### config.mk
export PLATFORM = sky130hd
export DESIGN_NAME = dco_holdover
export DESIGN_NICKNAME = d
export VERILOG_FILES = /design/src/rtl/dco_pkg.sv /design/src/rtl/dco_history.sv /design/src/rtl/dco_word_sel.sv /design/src/rtl/dco_phase_acc.sv /design/src/rtl/dco_holdover.sv
export SDC_FILE = /design/constraint.sdc
export NUM_CORES = 1
export LEC_CHECK = 0
export BUFFER_PORTS_ARGS = -buffer_cell sky130_fd_sc_hd__buf_4
export CAP_MARGIN = 20
export CORE_MARGIN = 5
export CORE_UTILIZATION = 55
export CTS_BUF_LIST = sky130_fd_sc_hd__clkbuf_4
export DETAILED_ROUTE_END_ITERATION = 10
export GPL_TIMING_DRIVEN = 0
export PLACE_DENSITY = 0.74
export SLEW_MARGIN = 20
export SYNTH_ARGS = -nofsm -noshare
export SYNTH_HDL_FRONTEND = slang
export SYNTH_HIERARCHICAL = 1
export SYNTH_SLANG_ARGS = --single-unit
### constraint.sdc
create_clock -name clk_i -period 5.42 [get_ports clk_i]
set_clock_uncertainty 0.1 [all_clocks]
set_input_delay 1.084 -clock clk_i [delete_from_list [all_inputs] [get_ports clk_i]]
set_output_delay 1.084 -clock clk_i [all_outputs]
set_load 0.005 [all_outputs]
### src/rtl/dco_pkg.sv
package dco_pkg;

    typedef enum logic [1:0] {
        MODE_TRACK = 2'b00,
        MODE_HOLD  = 2'b01,
        MODE_FREE  = 2'b10
    } dco_mode_e;

    // Code 11 folds into free-run.
    function automatic dco_mode_e decode_mode(input logic [1:0] code);
        case (code)
            2'b00:   return MODE_TRACK;
            2'b01:   return MODE_HOLD;
            default: return MODE_FREE;
        endcase
    endfunction

endpackage

### src/rtl/dco_history.sv
module dco_history
    import dco_pkg::*;
#(
    parameter int ACC_W         = 32,
    parameter int SAMPLE_PERIOD = 600000
) (
    input  logic             clk_i,
    input  logic             rst_i,
    input  dco_mode_e        mode_q_i,
    input  logic [ACC_W-1:0] track_word_i,
    output logic [ACC_W-1:0] older_o,
    output logic             full_o
);
    localparam int PW = (SAMPLE_PERIOD > 2) ? $clog2(SAMPLE_PERIOD) : 1;
    localparam logic [PW-1:0] LAST = PW'(SAMPLE_PERIOD - 1);

    logic [PW-1:0]    pres_q;
    logic [ACC_W-1:0] newer_q;
    logic [ACC_W-1:0] older_q;
    logic [1:0]       fill_q;
    logic             wrap;
    logic             take;

    assign wrap = (pres_q == LAST);
    assign take = wrap && (mode_q_i == MODE_TRACK);

    always_ff @(posedge clk_i) begin
        if (rst_i) begin
            pres_q  <= '0;
            newer_q <= '0;
            older_q <= '0;
            fill_q  <= '0;
        end else begin
            pres_q <= wrap ? '0 : pres_q + 1'b1;
            if (take) begin
                older_q <= newer_q;
                newer_q <= track_word_i;
                if (fill_q != 2'd2) fill_q <= fill_q + 1'b1;
            end
        end
    end

    assign older_o = older_q;
    assign full_o  = (fill_q == 2'd2);

    AST_HIST_FROZEN: assert property (@(posedge clk_i) disable iff (rst_i)
        (mode_q_i != MODE_TRACK) |=> ($stable(older_q) && $stable(newer_q)));

endmodule

### src/rtl/dco_word_sel.sv
module dco_word_sel
    import dco_pkg::*;
#(
    parameter int               ACC_W   = 32,
    parameter int               CORR_W  = 16,
    parameter logic [ACC_W-1:0] NOM_INC = 32'd1717986918
) (
    input  logic              clk_i,
    input  logic              rst_i,
    input  dco_mode_e         mode_q_i,
    input  logic [CORR_W-1:0] corr_i,
    input  logic [ACC_W-1:0]  older_i,
    input  logic              full_i,
    output logic [ACC_W-1:0]  track_word_o,
    output logic [ACC_W-1:0]  word_o
);
    localparam int EXT_W = ACC_W - CORR_W;

    logic [ACC_W-1:0] corr_ext;

    assign corr_ext     = {{EXT_W{corr_i[CORR_W-1]}}, corr_i};
    assign track_word_o = NOM_INC + corr_ext;

    always_comb begin
        case (mode_q_i)
            MODE_TRACK: word_o = track_word_o;
            MODE_HOLD:  word_o = full_i ? older_i : NOM_INC;
            default:    word_o = NOM_INC;
        endcase
    end

    AST_HOLD_EMPTY_NOM: assert property (@(posedge clk_i) disable iff (rst_i)
        (mode_q_i == MODE_HOLD && !full_i) |-> (word_o == NOM_INC));

endmodule

### src/rtl/dco_phase_acc.sv
module dco_phase_acc #(
    parameter int ACC_W = 32
) (
    input  logic             clk_i,
    input  logic             rst_i,
    input  logic [ACC_W-1:0] word_i,
    output logic             carry_o
);
    logic [ACC_W-1:0] acc_q;
    logic [ACC_W:0]   sum;
    logic             carry_q;

    assign sum = {1'b0, acc_q} + {1'b0, word_i};

    always_ff @(posedge clk_i) begin
        if (rst_i) begin
            acc_q   <= '0;
            carry_q <= 1'b0;
        end else begin
            acc_q   <= sum[ACC_W-1:0];
            carry_q <= sum[ACC_W];
        end
    end

    assign carry_o = carry_q;

    AST_CARRY_WRAPS: assert property (@(posedge clk_i) disable iff (rst_i)
        carry_q |-> (acc_q < $past(word_i)));

endmodule

### src/rtl/dco_holdover.sv
module dco_holdover
    import dco_pkg::*;
#(
    parameter int               ACC_W         = 32,
    parameter int               CORR_W        = 16,
    parameter logic [ACC_W-1:0] NOM_INC       = 32'd1717986918,
    parameter int               SAMPLE_PERIOD = 600000
) (
    input  logic              clk_i,
    input  logic              rst_i,
    input  logic [1:0]        mode_i,
    input  logic [CORR_W-1:0] corr_i,
    output logic              clk_en_o,
    output logic [ACC_W-1:0]  freq_o
);
    dco_mode_e        mode_q;
    logic [ACC_W-1:0] track_word;
    logic [ACC_W-1:0] older;
    logic             full;
    logic [ACC_W-1:0] word;

    always_ff @(posedge clk_i) begin
        if (rst_i) mode_q <= MODE_FREE;
        else       mode_q <= decode_mode(mode_i);
    end

    dco_history #(.ACC_W(ACC_W), .SAMPLE_PERIOD(SAMPLE_PERIOD)) u_hist (
        .clk_i(clk_i), .rst_i(rst_i), .mode_q_i(mode_q),
        .track_word_i(track_word), .older_o(older), .full_o(full)
    );

    dco_word_sel #(.ACC_W(ACC_W), .CORR_W(CORR_W), .NOM_INC(NOM_INC)) u_sel (
        .clk_i(clk_i), .rst_i(rst_i), .mode_q_i(mode_q), .corr_i(corr_i),
        .older_i(older), .full_i(full), .track_word_o(track_word), .word_o(word)
    );

    dco_phase_acc #(.ACC_W(ACC_W)) u_acc (
        .clk_i(clk_i), .rst_i(rst_i), .word_i(word), .carry_o(clk_en_o)
    );

    assign freq_o = word;

    AST_TRACK_FOLLOWS: assert property (@(posedge clk_i) disable iff (rst_i)
        (!$past(rst_i) && $past(mode_i) == 2'b00) |->
        (freq_o == NOM_INC + {{(ACC_W-CORR_W){corr_i[CORR_W-1]}}, corr_i}));

    AST_FREE_NOMINAL: assert property (@(posedge clk_i) disable iff (rst_i)
        (!$past(rst_i) && $past(mode_i[1])) |-> (freq_o == NOM_INC));

endmodule

; ---- Word level (Yosys, flattened, before mapping)
; Index checks and enable logic that the tools add are counted.
[totals]
regBits = 121
latchBits = 0
ram_bits = 0
mem_bits_ro = 0
input_bits = 20
out_inout_bits = 33
wordCells = 24
n_memories = 0
[classes]
add_sub_neg = 4
n_mul = 0
div = 0
magnitude_cmp = 0
n_eq_ne = 5
shift = 0
muxes = 3
n_bitwise = 0
reduce_logical = 5
[op_table]
columns = cell, count
row1 = 32-bit case mux with 2 select lines, 1
row2 = 32-bit by 32-bit adder with 33-bit output, 1
row3 = 31-bit by 32-bit adder with 32-bit output (first input constant), 1
row4 = 32-bit 2-to-1 mux, 1
row5 = 20-bit by 1-bit adder with 20-bit output (second input constant), 1
row6 = 20-bit == test (second input constant), 1
row7 = 2-bit by 1-bit == test with 1-bit output (second input constant), 2
row8 = 2-bit zero test, 2
row9 = 2-bit case mux with 2 select lines, 1
row10 = 2-bit by 1-bit adder with 2-bit output (second input constant), 1
row11 = 2-bit == test (second input constant), 1
row12 = 2-bit inequality test (second input constant), 1
row13 = 2-bit AND reduction, 1
row14 = 2-bit OR reduction, 1
row15 = 1-bit logical AND, 1

; ---- Longest topological paths before layout
; Gate-level depths: netlist of run 1.
[depth]
word_depth = 4
depth_mapped = 15
depth_no_buf = 14

; ---- Cells and area by module
; The synthesis of run 1 kept the hierarchy.
[modules_own_cells]
columns = module, instances, cells_each, area_per_inst_um2, seq_area_each_um2
row1 = dco_history, 1, 421, 3598.5, 1721.7
row2 = dco_phase_acc, 1, 333, 2642.5, 660.6
row3 = dco_word_sel, 1, 112, 760.7, 0.0
row4 = dco_holdover, 1, 4, 53.8, 40.0

; ---- Worst setup path after synthesis of run 1
; Ideal clock, no wire load.
[synth_path]
kind = input port to flip-flop
startpoint = input port corr_i[1]
endpoint = register u_acc.acc_q[28]
arrival_ns = 3.969
required_ns = 5.197
setup_slack_ns = 1.227
stages = 14
path_buffers = 1
path_cell_list = inv_1 > ha_1 > nand3b_4 > a211oi_2 > o32a_1 > ha_1 > clkbuf_2 > a21oi_1 > o21bai_1 > a2111oi_0 > o22ai_1 > a31o_4 > a31oi_1 > mux2_1
[synth_via]
elab_chain_cells = 3
[synth_rtl]
columns = element, line_no
row1 = from (decl), dco_holdover.sv:12  ; input logic [CORR_W-1:0] corr_i,
row2 = 31-bit by 32-bit adder with 32-bit output, dco_word_sel.sv:22  ; assign track_word_o = NOM_INC + corr_ext;
row3 = 32-bit case mux with 2 select lines, dco_word_sel.sv:25  ; case (mode_q_i)
row4 = net freq_o[17], dco_holdover.sv:14  ; output logic [ACC_W-1:0] freq_o
row5 = 32-bit by 32-bit adder with 33-bit output, dco_phase_acc.sv:13  ; assign sum = {1'b0, acc_q} + {1'b0, word_i};
row6 = to (signal assigned), dco_phase_acc.sv:20  ; acc_q <= sum[ACC_W-1:0];
row7 = to (decl), dco_phase_acc.sv:9  ; logic [ACC_W-1:0] acc_q;
; The timed path passes the listed nets, and every way through them passes these cells.
; A chain may end at the register's enable or synchronous reset.

; ---- Worst setup path after layout of run 1
[layout_path]
startpoint = register u_hist.fill_q[0]
endpoint = register u_acc.acc_q[28]
[layout_via]
elab_chain_cells = 4
[layout_rtl]
columns = element, line_no
row1 = from (decl), dco_history.sv:20  ; logic [1:0] fill_q;
row2 = from (signal assigned), dco_history.sv:38  ; if (fill_q != 2'd2) fill_q <= fill_q + 1'b1;
row3 = 2-bit == test, dco_history.sv:44  ; assign full_o = (fill_q == 2'd2);
row4 = net full, dco_holdover.sv:19  ; logic full;
row5 = 32-bit 2-to-1 mux, dco_word_sel.sv:27  ; MODE_HOLD: word_o = full_i ? older_i : NOM_INC;
row6 = 32-bit case mux with 2 select lines, dco_word_sel.sv:25
row7 = 32-bit by 32-bit adder with 33-bit output, dco_phase_acc.sv:13
; The timed path passes the listed nets, and every way through them passes these cells.

==> results by group, run 1 <==
Outcome
  – Result of the run: finished, final reports clean

GRT
  – First-pass GRT wire length: 30190 um
  – Vias in the first global route: 6034
  – Total GRT Usage: 24.98%
  – Largest net degree at the start of global routing: 17
  – Initial antenna violation count: 1
  – Grt ovf: 0

Timing
  – Minimum clock period: around 4300 ps
  – Hold Violations, Final: 0
  – Fin. max-slew vios: 0
  – Fmax: 232.2 MHz
  – Unrepaired setup endpoints after global routing: no
  – Slew @ Worst Pin: 799.4 ps
  – Max-slew headroom: 46.51%
  – Tcrit/Tclk final: 79.45%
  – # setup viols final: 0
  – TNS Setup: 0 ps

Yosys
  – Post-Syn Instances: 870
  – Yosys top cell by area: dfxtp_1
  – Synthesized area per cell: roughly 8 um2
  – Register area share after synthesis: 34.33%
  – Synthesized area: 0.007056 mm2
  – Netlist cell types: 70
  – Most frequently used flop master after synthesis: dfxtp_1
  – Synth area leaders: dfxtp_1 34%, a21oi_1 7.7%, nand4_1 6.9%, ha_1 6.2%, o21ai_0 5.7%
  – Number of synthesized flops with an enable pin: 0
  – Top-area cell type share of the netlist area: 34.33%
  – Synthesized flop and latch total: 121
  – Async SR Flop Fraction: 0%
  – Synth warnings: 6

Route
  – Drt drc: 0
  – Wire per inst: 16.24 um
  – Total routed wirelength: about 18000 um
  – Final ANT Viol Nets: 0
  – Vias per cell: 5.921
  – Drt first pass iters: 5
  – Via count: 6732
  – Initial drt markers: 512

Critical path
  – Crit path max-delay cell type: a221oi_2
  – Worst EP arrival: about 4600 ps
  – Critical path's most frequent cell: ha_1
  – CP max FO: 10
  – Crit-path cells: inv_1 > ha_1 > and3b_1 > clkbuf_1 > a22o_1 > ha_1 > fa_1 > a21o_1 > a221oi_2 > o31ai_2 > and2_4 > a31o_4 > a31oi_1 > mux2_1
  – CP startpoint kind: register
  – Worst reg2reg setup slack: approximately 1100 ps
  – Critical Path Max Stage Delay: 450 ps
  – WP buf/inv: 2
  – Critical path class: register to register
  – Nature of the critical path endpoint: register
  – Crit-path leading delay family: compound AO/OA/AOI/OAI gates
  – Required time of the critical path: 5740 ps

Worst hold path
  – Min-delay worst type: register to register

Floorplanning
  – Starting Density: 55.91%
  – Num ports: 53
  – Die Y: 123.3 um
  – # rows: 41
  – Die area: 0.01519 mm2
  – Total core area: 0.01262 mm2
  – Die Wd: 123.3 um

Clock tree
  – Post-CTS setup buffer count: 0
  – Cts bufs inserted: 17
  – CTS tree: built
  – Clock tree buffer depth: 2
  – Hold Buf Count CTS: 0
  – Clock root buffer: clkbuf_4
  – H-Tree Depth: 4
  – Post-cts resize count: 0
  – Worst-path clk slew: ~110 ps
  – Clock latency on the worst-skew pair: 540 ps
  – CTS Sinks: 121

Placement
  – Placed cells: roughly 1100
  – Routability Congestion: 0.9200
  – Placed wire-length estimate: 13620 um
  – PortBufs: 52

Pwr
  – Leakage power: between 3 and 4 nW
  – Power Total: 2.296 mW
  – Cell Pwr Density: 289.9 mW/mm2
  – VDD IR max: about 220 uV

Finish
  – Nets@finish: ~1000
  – Final non-filler cell total: between 1000 and 1500
  – Area Overhead vs Synth: 12.27%
  – Most frequent cells in the layout: 121 x dfxtp_1, 108 x a21oi_1, 81 x o21ai_0
  – Share of layout cells above drive strength 1: 14.00%
  – Commonest non-fill, non-tap cell in the layout: dfxtp_1
  – Filler cell count: between 1000 and 1500
  – Core Util, Final: roughly 63%

Run
  – Maxcap violations: 0
## report_power, final
part | switching (mW) | leakage (nW) | total [mW] | internal [mW]
Combinational | 0.450 | 1.91 | 0.767 | 0.316
Clock | 0.340 | 0.120 | 0.532 | 0.192
Sequential | 0.0285 | 0.984 | 0.997 | 0.969
Total | 0.819 | 3.02 | 2.30 | 1.48
## registers in the layout, summed over array words and instances, names as in the netlist
register,count
mode_q,2
u_acc/acc_q,32
u_acc/carry_o,1
u_hist/fill_q,2
u_hist/newer_q,32
u_hist/older_o,32
u_hist/pres_q,20
## metrics by stage
| step | area, um2 | setup slack [ps] | hold WS, ps |
|---|---|---|---|
| 3_5_place_dp | 7706 | 628.9 | 360.4 |
| 3_3_place_gp | 7706 | 637.9 | 356.3 |
| 2_1_floorplan | 7101 | 1227 | 344.0 |
| 4_1_cts | 7919 | 1143 | 374.2 |
| 6_report | 7921 | 1114 | 368.3 |
| 5_1_grt | 7921 | 952.0 | 390.9 |
## Yosys cell counts, drive strengths merged (6+ instances only)
library cell	count
o21ai	82
mux2	6
and3	10
xnor2	30
and2	11
nand3	16
dfxtp	121
a211oi	8
o211ai	7
nor2b	10
nor3	12
nor2	74
inv	19
ha	35
nand4	79
xor2	16
a31oi	10
o21bai	6
nand2b	12
a21o	10
clkbuf	45
a21oi	108
buf	32
a22o	6
o31ai	6
nor4	8
nand2	37
## final cells by class
type	instances	area, um2	share of cell area [%]
Inverter	19	71.32	0.9003
Clock buffer	21	157.7	1.990
Clock inverter	9	55.05	0.6950
Tap cell	172	215.2	2.717
Sequential cell	121	2422	30.58
Buffer	77	394.1	4.976
Timing Repair Buffer	52	390.4	4.928
Multi-Input combinational cell	665	4213	53.18
Antenna cell	1	2.502	0.03159
## worst register-to-register path: cells and delay by family, from the launching register on
kind / cells / cell delay (ps)
compound gates: 6 / 1710
fa+ha+maj: 3 / 900
simple gates: 2 / 470
buf+inv: 2 / 360
mux: 1 / 350
flops: 1 / 320
## layer usage
layer | wire (um) | vias up | global-route usage [%]
met1 | 8604 | 3098 | 34.54
met4 | 361 | 0 | 7.889
met5 | 0 | - | 0
met2 | 8378 | 242 | 39.08
li1 | - | 3347 | -
met3 | 1119 | 45 | 5.306
## final timing paths
path | startpoint | end | cells after the start
setup / recovery | u_hist/fill_q[0] | u_acc/acc_q[28] | 14
hold / removal | u_hist/newer_q[29] | u_hist/older_o[29] | 2
setup reg to reg | u_hist/fill_q[0] | u_acc/acc_q[28] | 14
hold reg to reg | u_hist/newer_q[29] | u_hist/older_o[29] | 2
## kinds of logic after synthesis
group	after synthesis	share of synthesized area, %
flip-flops	121	34.33
multiplexers	8	1.241
AND/OR/NAND/NOR	291	22.61
other	2	0.1064
AO/OA/AOI/OAI	270	22.91
buffers and inverters	96	6.597
adder cells (fa/ha/maj)	36	6.491
XOR/XNOR	46	5.710
(Power assumes the default switching activity.)
==> inputs of run 2 (changes only) <==
--- a/config.mk
+++ b/config.mk
@@ -12,7 +12,7 @@
 export CTS_BUF_LIST = sky130_fd_sc_hd__clkbuf_4
 export DETAILED_ROUTE_END_ITERATION = 10
 export GPL_TIMING_DRIVEN = 0
-export PLACE_DENSITY = 0.74
+export PLACE_DENSITY = 0.77
 export SLEW_MARGIN = 20
 export SYNTH_ARGS = -nofsm -noshare
 export SYNTH_HDL_FRONTEND = slang
==> constraint.sdc (replaced) <==
create_clock -name clk_i -period 3.9 [get_ports clk_i]
set_clock_uncertainty 0.1 [all_clocks]
set_input_delay 0.78 -clock clk_i [delete_from_list [all_inputs] [get_ports clk_i]]
set_output_delay 0.78 -clock clk_i [all_outputs]
set_load 0.005 [all_outputs]
==> results by group, run 2 (same netlist as run 1, synthesis figures left out) <==
Pwr
  – P_int: 2.188 mW
  – Combinational fraction of design power: 33.0%
  – Clock share of power: between 20% and 30%
  – VDD IR max: 262.6 uV
  – Leakage power: just over 3 nW
  – Cell Pwr Density: 415.2 mW/mm2
  – Sw frac: between 30% and 40%
  – Power Total: 3.339 mW
  – Net Switching: between 1 and 1.5 mW
  – Sequential fraction of design power: 41.5%

Finish
  – Core Util, Final: 63.73%
  – Antenna diode count: 0
  – Multi-input gate area: 0.004278 mm2
  – Nets@finish: slightly above 1000
  – Share of layout cells above drive strength 1: 15.26%
  – Reg area: between 0.002 and 0.0025 mm2
  – Area Overhead vs Synth: 13.99%
  – Commonest non-fill, non-tap cell in the layout: dfxtp_1
  – Final non-filler cell total: 1135
  – Filler cell count: 1127
  – Most frequent cells in the layout: 121 x dfxtp_1, 106 x a21oi_1, 80 x o21ai_0

Outcome
  – Result of the run: finished, final reports clean

Critical path
  – CP startpoint kind: primary input
  – CP max FO: 7
  – Critical path class: primary input to register
  – Worst EP arrival: 4140 ps
  – Nature of the critical path endpoint: register
  – Worst r2r src: u_hist/fill_q[0]
  – Critical path origin: corr_i[1]
  – Required time of the critical path: approximately 4200 ps

GRT
  – First-pass GRT wire length: 30050 um
  – Largest net degree at the start of global routing: 17
  – GR Util met3: 4.941%
  – Total GRT Usage: 24.58%
  – Grt ovf: 0
  – Busiest grt layer: met2
  – Met2 Use GR: ~39%
  – Met1 usage: 33.72%
  – Initial antenna violation count: 0
  – Vias in the first global route: between 6000 and 7000

Floorplanning
  – Die Wd: between 100 and 150 um
  – Starting Density: 55.91%
  – # rows: 41
  – Total core area: 0.01262 mm2
  – Num ports: 53
  – Die Y: 123.3 um
  – Die area: ~0.015 mm2

Run
  – Maxcap violations: 0

Clock tree
  – Hold Buf Count CTS: 0
  – Cts bufs inserted: 17
  – Worst-path clk slew: 100 ps
  – H-Tree Depth: 4
  – Clock root buffer: clkbuf_4
  – Clock tree buffer depth: 2
  – Clock latency on the worst-skew pair: roughly 540 ps
  – CTS Sinks: 121
  – CTS tree: built

Route
  – Initial drt markers: 659
  – Wire per inst: 15.97 um
  – Drt first pass iters: 8
  – Final ANT Viol Nets: 0
  – Drt drc: 0
  – Vias per cell: 5.946
  – Via count: 6749
  – Total routed wirelength: 18130 um

Timing
  – Slew @ Worst Pin: 812.4 ps
  – Hold Violations, Final: 0
  – Tcrit/Tclk final: just under 100%
  – Unrepaired setup endpoints after global routing: no
  – Max-slew headroom: 45.64%
  – # setup viols final: 0
  – TNS Setup: 0 ps
  – Fmax: 261.9 MHz
  – Minimum clock period: 3818 ps
  – Final worst setup slack: 81.52 ps
  – Fin. max-slew vios: 0

Placement
  – Placed wire-length estimate: 13210 um
  – PortBufs: 52
  – Routability Congestion: 0.9450
  – Worst slack at placement: -601.5 ps
  – Placed cells: 1106

Worst hold path
  – Min-delay worst type: primary input to register
  – Min-delay src: mode_i[1]
run 2: per-layer routing:
layer	vias up	routed length, um
met3	28	1050
met2	228	8506
met5	-	0
met1	3159	8265
met4	0	301
li1	3334	-
run 2: area by class of cell:
cell class / instances / share of cell area, %
flip-flops and latches: 121 / 30.12
repair buffers: 53 / 4.947
plain buffers: 77 / 5.040
well taps: 172 / 2.676
inverters: 19 / 0.8867
clock buffers: 20 / 1.867
clock inverters: 8 / 1.276
multi-input cells: 665 / 53.19
run 2: what timing repair did:
| item | 4_1_cts | 5_1_grt |
|---|---|---|
| setup endpoints to repair | 7 | 7 |
| buffers inserted | 1 | 0 |
| endpoints found under the hold margin | 0 | 0 |
| gates resized for setup | 7 | 11 |
| pin swaps | 1 | 3 |
run 2: stage by stage:
stage               hold slack [ps]  instance area, um2
floorplan                     344.0                7101
global placement              356.2                7706
detailed placement            363.0                7706
CTS                           276.9                8004
global route                  269.0                8043
finish                        316.4                8043
run 2: worst paths after layout:
path | slack [ps] | to | cells after the start
max reg2reg | 180 | u_acc/acc_q[28] | 14
max | 80 | u_acc/acc_q[28] | 15
min reg2reg | 360 | u_hist/older_o[22] | 2
min | 320 | mode_q[0] | 2
run 2: power groups by stage:
stage | registers, mW | clock network [mW] | logic, mW
after floorplan | 1.40 | 0 | 0.813
after global placement | 1.41 | 0 | 1.02
after detailed placement | 1.41 | 0 | 1.03
after CTS | 1.38 | 0.877 | 1.06
after global routing | 1.39 | 0.921 | 1.22
final | 1.38 | 0.853 | 1.10
run 2: worst max-delay path, cell delays in order:
cell       delay, ps
buf_4            100
inv_1             60
ha_1             230
nand3b_4         210
a211oi_4         370
o32a_1           280
ha_1             250
clkbuf_2         180
a21oi_2          210
o21bai_1          80
a2111oi_1        430
o22ai_1          150
a31o_4           250
a31oi_2          220
mux2_1           340
